### config.mk
export PLATFORM = sky130hd
export DESIGN_NAME = dslot_pc_unit
export DESIGN_NICKNAME = d
export VERILOG_FILES = /design/src/rtl/dslot_pc_pkg.sv /design/src/rtl/dslot_pred_file.sv /design/src/rtl/dslot_redirect_tracker.sv /design/src/rtl/dslot_pc_unit.sv
export SDC_FILE = /design/constraint.sdc
export NUM_CORES = 1
export LEC_CHECK = 0
export ABC_CLOCK_PERIOD_IN_PS = 1700
export BUFFER_PORTS_ARGS = -buffer_cell sky130_fd_sc_hd__buf_2
export CORE_ASPECT_RATIO = 1.2
export CORE_MARGIN = 1
export CORE_UTILIZATION = 30
export DETAILED_ROUTE_END_ITERATION = 8
export HOLD_SLACK_MARGIN = 0.12
export SYNTH_ARGS = -nofsm -noshare
export SYNTH_HDL_FRONTEND = slang
export SYNTH_SLANG_ARGS = --single-unit
### constraint.sdc
create_clock -name clk -period 1.7 [get_ports clk]
set_input_delay 0.085 -clock clk [delete_from_list [all_inputs] [get_ports clk]]
set_output_delay 0.085 -clock clk [all_outputs]
set_load 0.01 [all_outputs]
### src/rtl/dslot_pc_pkg.sv
package dslot_pc_pkg;

   // Redirect tracker state: idle, or counting delay slots down to a redirect.
   typedef enum logic {
      TRK_IDLE  = 1'b0,
      TRK_DRAIN = 1'b1
   } trk_state_e;

   // Elaboration helper: power-of-two test for size parameters.
   function automatic bit is_pow2(input int unsigned v);
      return (v != 0) && ((v & (v - 1)) == 0);
   endfunction

endpackage

### src/rtl/dslot_pred_file.sv
module dslot_pred_file
   import dslot_pc_pkg::*;
#(
   parameter int NUM_PRED = 8,
   parameter int IDX_W    = $clog2(NUM_PRED)
) (
   input  logic             clk,
   input  logic             rst,
   input  logic             wr_en_i,
   input  logic [IDX_W-1:0] wr_idx_i,
   input  logic             wr_val_i,
   input  logic [IDX_W-1:0] rd_a_idx_i,
   output logic             rd_a_o,
   input  logic [IDX_W-1:0] rd_b_idx_i,
   output logic             rd_b_o
);

   if (!is_pow2(NUM_PRED) || NUM_PRED < 2) begin : g_bad_num
      $error("dslot_pred_file: NUM_PRED must be a power of two, at least 2");
   end
   if (IDX_W != $clog2(NUM_PRED)) begin : g_bad_idx
      $error("dslot_pred_file: IDX_W must equal clog2(NUM_PRED)");
   end

   logic [NUM_PRED-1:0] pred_vec;

   for (genvar i = 0; i < NUM_PRED; i++) begin : g_entry
      if (i == 0) begin : g_const
         // entry zero is the always-true predicate for unpredicated code
         assign pred_vec[i] = 1'b1;
      end else begin : g_reg
         logic entry_q;
         always_ff @(posedge clk) begin
            if (rst) begin
               entry_q <= 1'b0;
            end else if (wr_en_i && (wr_idx_i == IDX_W'(i))) begin
               entry_q <= wr_val_i;
            end
         end
         assign pred_vec[i] = entry_q;
      end
   end

   assign rd_a_o = pred_vec[rd_a_idx_i];
   assign rd_b_o = pred_vec[rd_b_idx_i];

   // index zero reads true on both ports whatever was written
   a_r6_zero_reads_true: assert property (@(posedge clk) disable iff (rst)
      ((rd_a_idx_i == '0) |-> rd_a_o) and ((rd_b_idx_i == '0) |-> rd_b_o));

   // a write to a writable entry is visible in the following cycle
   a_r5_write_lands: assert property (@(posedge clk) disable iff (rst)
      (wr_en_i && (wr_idx_i != '0)) |=> (pred_vec[$past(wr_idx_i)] == $past(wr_val_i)));

endmodule

### src/rtl/dslot_redirect_tracker.sv
module dslot_redirect_tracker
   import dslot_pc_pkg::*;
#(
   parameter int PC_W        = 32,
   parameter int DELAY_SLOTS = 4
) (
   input  logic            clk,
   input  logic            rst,
   input  logic            adv_i,
   input  logic            take_i,
   input  logic [PC_W-1:0] target_i,
   output logic            redirect_o,
   output logic [PC_W-1:0] redirect_addr_o
);

   if (DELAY_SLOTS < 1) begin : g_bad_slots
      $error("dslot_redirect_tracker: DELAY_SLOTS must be at least 1");
   end

   localparam int             CNT_W  = $clog2(DELAY_SLOTS + 1);
   localparam logic [CNT_W-1:0] RELOAD = CNT_W'(DELAY_SLOTS - 1);
   localparam logic [CNT_W-1:0] LAST   = CNT_W'(1);
   localparam bit             IMMED  = (DELAY_SLOTS == 1);

   trk_state_e       state_q;
   logic [CNT_W-1:0] cnt_q;
   logic [PC_W-1:0]  tgt_q;
   logic             due;

   assign due = (state_q == TRK_DRAIN) && (cnt_q == LAST);

   always_comb begin
      redirect_o      = 1'b0;
      redirect_addr_o = tgt_q;
      if (adv_i && take_i) begin
         // a newly resolved branch overrides anything pending
         redirect_o      = IMMED;
         redirect_addr_o = target_i;
      end else if (adv_i && due) begin
         redirect_o = 1'b1;
      end
   end

   always_ff @(posedge clk) begin
      if (rst) begin
         state_q <= TRK_IDLE;
         cnt_q   <= '0;
         tgt_q   <= '0;
      end else if (adv_i) begin
         if (take_i) begin
            tgt_q <= target_i;
            if (IMMED) begin
               state_q <= TRK_IDLE;
               cnt_q   <= '0;
            end else begin
               state_q <= TRK_DRAIN;
               cnt_q   <= RELOAD;
            end
         end else if (state_q == TRK_DRAIN) begin
            if (due) begin
               state_q <= TRK_IDLE;
               cnt_q   <= '0;
            end else begin
               cnt_q <= cnt_q - LAST;
            end
         end
      end
   end

   // while draining, the remaining count stays within 1..DELAY_SLOTS-1
   a_r3_count_range: assert property (@(posedge clk) disable iff (rst)
      (state_q == TRK_DRAIN) |-> ((cnt_q != '0) && (cnt_q <= RELOAD)));

   // no redirect ever happens on a frozen cycle
   a_r3_redirect_needs_adv: assert property (@(posedge clk) disable iff (rst)
      redirect_o |-> adv_i);

   // a frozen cycle keeps count, state and pending target
   a_r8_frozen_hold: assert property (@(posedge clk) disable iff (rst)
      !adv_i |=> ($stable(cnt_q) && $stable(tgt_q) && $stable(state_q)));

endmodule

### src/rtl/dslot_pc_unit.sv
module dslot_pc_unit
   import dslot_pc_pkg::*;
#(
   parameter int              PC_W        = 32,
   parameter int              INSTR_BYTES = 4,
   parameter int              DELAY_SLOTS = 4,
   parameter int              NUM_PRED    = 8,
   parameter logic [PC_W-1:0] RESET_VEC   = PC_W'(32'h0000_0100),
   parameter int              PRED_IDX_W  = $clog2(NUM_PRED)
) (
   input  logic                  clk,
   input  logic                  rst,
   input  logic                  stall_i,
   input  logic                  br_valid_i,
   input  logic [PRED_IDX_W-1:0] br_pred_sel_i,
   input  logic [PC_W-1:0]       br_target_i,
   input  logic                  pw_en_i,
   input  logic [PRED_IDX_W-1:0] pw_idx_i,
   input  logic                  pw_val_i,
   input  logic [PRED_IDX_W-1:0] issue_pred_sel_i,
   output logic                  issue_pred_true_o,
   output logic [PC_W-1:0]       fetch_addr_o,
   output logic                  fetch_valid_o
);

   localparam logic [PC_W-1:0] STEP     = PC_W'(INSTR_BYTES);
   localparam logic [PC_W-1:0] LOW_MASK = PC_W'(INSTR_BYTES - 1);

   if (!is_pow2(INSTR_BYTES)) begin : g_bad_bytes
      $error("dslot_pc_unit: INSTR_BYTES must be a power of two");
   end
   if ((RESET_VEC & LOW_MASK) != '0) begin : g_bad_vec
      $error("dslot_pc_unit: RESET_VEC must be instruction aligned");
   end
   if (PC_W < 2 || PC_W > 64) begin : g_bad_pcw
      $error("dslot_pc_unit: PC_W out of range");
   end

   logic [PC_W-1:0] pc_q;
   logic            valid_q;
   logic            adv;
   logic            br_pred_ok;
   logic            take;
   logic            redirect;
   logic [PC_W-1:0] redirect_addr;
   logic [PC_W-1:0] tgt_aligned;

   assign adv         = valid_q && !stall_i;
   assign take        = adv && br_valid_i && br_pred_ok;
   assign tgt_aligned = br_target_i & ~LOW_MASK;

   dslot_pred_file #(
      .NUM_PRED (NUM_PRED),
      .IDX_W    (PRED_IDX_W)
   ) u_preds (
      .clk        (clk),
      .rst        (rst),
      .wr_en_i    (adv && pw_en_i),
      .wr_idx_i   (pw_idx_i),
      .wr_val_i   (pw_val_i),
      .rd_a_idx_i (issue_pred_sel_i),
      .rd_a_o     (issue_pred_true_o),
      .rd_b_idx_i (br_pred_sel_i),
      .rd_b_o     (br_pred_ok)
   );

   dslot_redirect_tracker #(
      .PC_W        (PC_W),
      .DELAY_SLOTS (DELAY_SLOTS)
   ) u_track (
      .clk             (clk),
      .rst             (rst),
      .adv_i           (adv),
      .take_i          (take),
      .target_i        (tgt_aligned),
      .redirect_o      (redirect),
      .redirect_addr_o (redirect_addr)
   );

   always_ff @(posedge clk) begin
      if (rst) begin
         pc_q    <= RESET_VEC;
         valid_q <= 1'b0;
      end else begin
         valid_q <= 1'b1;
         if (adv) begin
            pc_q <= redirect ? redirect_addr : (pc_q + STEP);
         end
      end
   end

   assign fetch_addr_o  = pc_q;
   assign fetch_valid_o = valid_q;

   // an advancing cycle without redirect steps by one instruction
   a_r2_seq_step: assert property (@(posedge clk) disable iff (rst)
      (adv && !redirect) |=> (fetch_addr_o == $past(fetch_addr_o) + STEP));

   // nothing moves the fetch address on a frozen cycle
   a_r8_addr_frozen: assert property (@(posedge clk) disable iff (rst)
      !adv |=> $stable(fetch_addr_o));

   // an invalid fetch cycle always presents the reset vector
   a_r1_idle_vector: assert property (@(posedge clk) disable iff (rst)
      !fetch_valid_o |-> (fetch_addr_o == RESET_VEC));

   // the fetch address never carries byte-offset bits
   a_r9_aligned: assert property (@(posedge clk) disable iff (rst)
      (fetch_addr_o & LOW_MASK) == '0);

endmodule

* After elaboration in Yosys (flattened, before gate mapping)
Cells that the tools add are included.
Cells by class: add/subtract/negate cells 2, $mul 0, divide/modulo/power cells 0, order comparisons 2, equal/unequal tests 8, shift-type cells 0, muxes and demuxes 15, bitwise gates (word level) 0, reductions and logical operators 18
Operators by type and width (count):
- 32-bit 2-to-1 mux | 2
- 32-bit by 3-bit adder with 32-bit output, second input constant | 1
- 1-bit logical AND | 14
- 3-bit equality test, second input constant | 4
- 3-bit 2-to-1 mux | 3
- 3-bit by 4-bit less-than comparator with 1-bit output, second input constant | 2
- 1-bit 2-to-1 mux | 8
- 1-bit binary-select mux with 3-bit select | 2
- 3-bit by 1-bit equality test with 1-bit output, second input constant | 2
- 3-bit by 2-bit equality test with 1-bit output, second input constant | 2
- 2-bit AND reduction | 2
- 3-bit by 1-bit subtractor with 3-bit output, second input constant | 1
- 2-bit nonzero test | 1
- 1-bit logical NOT | 1
Storage, ports and cells: bits in registers 74, bits in latches 0, memory bits (writable) 0, memory bits (read-only) 0, input bits 47, output and inout port bits 34, logic and storage cells 57, memories 0

* Logic depth before layout (Yosys ltp)
depth after elaboration 7, mapped depth 9, mapped depth without buffers 7

* Cells and area by module
A second synthesis with hierarchy kept.
Unflattened totals: cell total of the unflattened synthesis 446, area total of the unflattened synthesis 4017.6 um^2
Modules (own cells, without submodules):
- dslot_pc_unit | instances 1, cells each 278, area each 2034.5 um^2, sequential area each 660.6 um^2
- dslot_redirect_tracker | instances 1, cells each 130, area each 1571.5 um^2, sequential area each 720.7 um^2
- dslot_pred_file | instances 1, cells each 38, area each 411.6 um^2, sequential area each 140.1 um^2

* Least setup slack after synthesis
No wires, ideal clock.
path kind register to register, from reg pc_q[12] (netlist: fetch_addr_o[12]), to reg pc_q[31] (netlist: fetch_addr_o[31]), setup time 0.074 ns, data arrival time 1.733 ns, required time 1.626 ns, slack -0.107 ns, cell stages (with the launch flop) 7, path buffers 0, period minus slack after synthesis 1.807 ns, cells stage by stage dfxtp_1 nand3_1 or3_1 nor2_1 nand4_1 or4_1 a31oi_1
Between the ends: longest elaborated chain between the ends 2
RTL lines:
- start: declaration | line dslot_pc_unit.sv:39 | logic [PC_W-1:0] pc_q;
- start signal: assignment | line dslot_pc_unit.sv:87 | pc_q <= redirect ? redirect_addr : (pc_q + STEP);
- 32-bit by 3-bit adder with 32-bit output | line dslot_pc_unit.sv:87
- 32-bit 2-to-1 mux | line dslot_pc_unit.sv:87
No other way between the ends. A chain may end at the register's enable or synchronous reset.

* Worst setup path after layout
from reg pc_q[21] (netlist: fetch_addr_o[21]), to reg pc_q[22] (netlist: fetch_addr_o[22])
Same word-level chain as after synthesis.

==> metrics.csv <==
stage;metric;value;unit
pwr;internal_power;0.003112;W
clock_network;cts.sinks;72;
worst_setup_path;r2r-start;fetch_addr_o[21];
synthesis;async_flop_share;0;
final_layout;register_area;1468;um^2
final_layout;n_antenna_cell;0;
synthesis;synth_top_area_share;0.4065;
pwr;power_leakage;2.373;nW
sta;rsz0062_at_grt;true;
synthesis;avgSynthCellArea;7.845;um^2
placed_design;hpwlAfterDp;8030;um
placed_design;io_buffers;76;
final_layout;drive_gt1_frac;0.3969;
synthesis;seq_area_frac_synth;0.4065;
route;wirelength;12090;um
worst_setup_path;crit_type;register to register;
final_layout;fillCellCount;1121;
route;drt-pass1-iter-count;4;
route;routedWlPerCell;15.26;um
synthesis;synth_seq_cells;72;
sta;worst_slew_pin_slew;0.5472;ns
pwr;vdd_drop_max;0.4523;mV
global_routing;grt_overflow;0;
synthesis;ys_top_cells_by_area;dfxtp_1 (41%), nand2_1 (9.8%), a21oi_1 (8.6%);
pwr;comb_power_share;0.093;
final_layout;fin_area;5764;um^2
die;dieWidth;101.2;um
run;maxCapViolations;0;
clock_network;cts_buffer_depth;2;
placed_design;place.gp.congestion;0.8759;
worst_setup_path;cp-start-kind;register;
sta;worst_clock_skew;0.008802;ns
final_layout;fin_cells;792;
sta;period_minus_slack;1.766;ns
sta;relSlewSlack;0.6343;
clock_network;clk_pin_slew;0.06;ns
pwr;p_sw;0.0008813;W
worst_setup_path;crit_fanout;3;
synthesis;postSynthCellCount;452;
sta;setup_slack;-0.06636;ns
worst_setup_path;cp_common_cell;buf_4;
sta;fmax;0.5661;GHz
final_layout;area_delta_synth_final;62.56;%
synthesis;synthMuxAreaShare;0.06563;
global_routing;grt_pass1_vias;3784;
worst_hold_path;min_path_type;primary input to register;
sta;holdWs;0.1765;ns
worst_hold_path;hold-path-endpoint;fetch_valid_o;
placed_design;dp_slack;-0.1232;ns
pwr;p_sw_frac;0.2207;
die;die_area;12260;um^2
global_routing;grt_pass1_wl;17790;um
global_routing;antenna_found_initial;0;
clock_network;cts_made_buffers;9;
die;io-pin-count;81;
synthesis;yosys_warnings;0;
synthesis;ys_types;46;
synthesis;synth_fa_ha_area_frac;0.01059;
placed_design;dp_cells;732;
final_layout;layout.nets;680;
clock_network;worstSkewPairLatency;0.34;ns
placed_design;postPlaceCellArea;4667;um^2
synthesis;ys.flop_type;dfxtp_1;
route;vias_per_cell;5.144;
final_layout;multi_input_area;2202;um^2
synthesis;synth_area_leader_cell;dfxtp_1;
sta;drv_slew;0;
worst_setup_path;worstPathCellList;nand4_1, buf_4, nor3_1, buf_4, nand2_1, buf_4, a211oi_2, a21oi_2, o32ai_1;
worst_setup_path;r2r_end;fetch_addr_o[22];
pwr;power_density;692.8;nW/um^2
synthesis;synth-simple-area-share;0.2431;
clock_network;tritoncts;done;
sta;final-setup-viol-count;22;
global_routing;grt_max_degree;66;
pwr;clockPowerShare;0.475;
synthesis;synth_edf_count;0;
global_routing;track_usage;0.1901;
sta;fin_crit_sh;1.039;
worst_setup_path;slowest_stage;dfxtp_2;
die;coreArea;11510;um^2
synthesis;synth_area;3546;um^2
sta;hold_viol;0;
worst_setup_path;required;1.94;ns
outcome;status;finished, violations left;
die;die_y;121.1;um
die;initial_core_util;0.3080;
route;vias;4074;
route;drtIter0Drc;222;
synthesis;synth_top_family_by_area;simple AND/OR/NAND/NOR gates;
route;route.detailed.drc;0;
worst_hold_path;min_from;rst;
worst_setup_path;reg2reg_slack;-0.07;ns
route;postRouteAntennaNets;0;
clock_network;ctsRootBufferMaster;clkbuf_16;
die;rows;43;
worst_setup_path;ff2ff_path_depth;9;
synthesis;synth-xor-area-share;0.01482;
worst_hold_path;whs_path_depth;3;
worst_setup_path;endpoint_kind;register;
outcome;violations;setup timing;
worst_setup_path;max_stage_delay;0.33;ns
clock_network;htree_levels;3;
synthesis;synth-compound-area-share;0.2011;
worst_setup_path;critical_path_arrival;2.01;ns
pwr;power.share.sequential;0.432;
flip-flops by register name (all words and copies together) (netlist names):
name,flops
fetch_addr_o,30
u_track.tgt_q,30
u_preds.g_entry.g_reg.entry_q,7
u_track.cnt_q,3
fetch_valid_o,1
u_track.state_q,1
worst max path at each step:
stage / to / slack (ns) / from / cells after the start
after floorplan: fetch_addr_o[31] / -0.01 / fetch_addr_o[13] / 6
after global placement: fetch_addr_o[2] / -0.04 / u_preds.g_entry[5].g_reg.entry_q / 8
after detailed placement: fetch_addr_o[27] / -0.12 / fetch_addr_o[5] / 5
after CTS: fetch_addr_o[31] / -0.03 / fetch_addr_o[17] / 6
after global routing: fetch_addr_o[29] / -0.18 / fetch_addr_o[21] / 8
final: fetch_addr_o[22] / -0.07 / fetch_addr_o[21] / 9
through the flow:
stage / util / total power (W) / TNS (ns)
global route: 0.5007 / 0.004140 / -4.842
floorplan: - / 0.001877 / -0.01015
finish: 0.5007 / 0.003993 / -0.5959
detailed placement: 0.4053 / 0.002024 / -1.147
CTS: 0.4674 / 0.003988 / -0.03701
global placement: 0.4053 / 0.002020 / -0.2712
cells in the mapped netlist (4+ instances only):
cell type,count
a2111oi_0,6
a21oi_1,61
a221oi_1,5
a31oi_1,5
and2_1,4
and3_1,6
and4_1,5
buf_2,9
clkbuf_1,21
dfxtp_1,72
inv_1,13
mux2i_1,21
nand2_1,93
nand3_1,29
nor2_1,21
nor3_1,6
nor4_1,5
o21ai_0,7
o32ai_1,10
xor2_1,5
power groups by stage:
stage               clock network, W  registers, W  logic, W
floorplan                          0       0.00176  0.000116
finish                       0.00190       0.00173  0.000369
CTS                          0.00194       0.00172  0.000325
global placement                   0       0.00176  0.000259
detailed placement                 0       0.00176  0.000263
global route                 0.00202       0.00173  0.000396
cell usage in the layout, fill, tap and decap left out, types with 8 or more instances in the layout:
master         Yosys  routed
nand3_1           29      24
nor2_1            21      18
nand2_2            0       8
buf_4              2      72
clkbuf_16          0      12
dfxtp_1           72      53
buf_6              1      11
a21oi_1           61      57
o32ai_1           10      10
dfxtp_2            0      18
dlygate4sd3_1      0      31
mux2i_1           21      21
buf_2              9      76
inv_1             13      13
nand2_1           93      83
kinds of logic after synthesis:
kind of cell	after synthesis
xor gates and xnor gates	6
AOI/OAI and AO/OA	114
muxes	22
DFF	72
buffers and inverters	47
adders and majority gates	3
other	1
and+or+nand+nor	187
cell type report:
class	count	share of cell area
repair buffers	199	0.2681
multi-input cells	334	0.3820
flip-flops and latches	72	0.2546
inverters	14	0.009117
well taps	157	0.03408
clock buffers	13	0.04515
clock inverters	3	0.006946
worst max-delay path: cells and delay by family (launching register included):
kind,cells,cell delay [ns]
buffers and inverters,3,0.51
AOI/OAI and AO/OA,3,0.41
DFF,1,0.33
and+or+nand+nor,3,0.40
per-layer routing:
layer	GRT usage	part of all wire
met4	0.09420	0.037
met2	0.3261	0.51
met1	0.2265	0.42
met5	0	0
met3	0.03283	0.039
what timing repair did:
action | CTS | global route
setup endpoints to repair | 50 | 52
hold buffers | 31 | 0
pin swaps | 8 | 17
setup buffers | 2 | 8
endpoints found under the hold margin | 34 | 0
cloned | 0 | 3
gates resized for setup | 27 | 53
No activity file was read; power rests on OpenSTA's default activity.
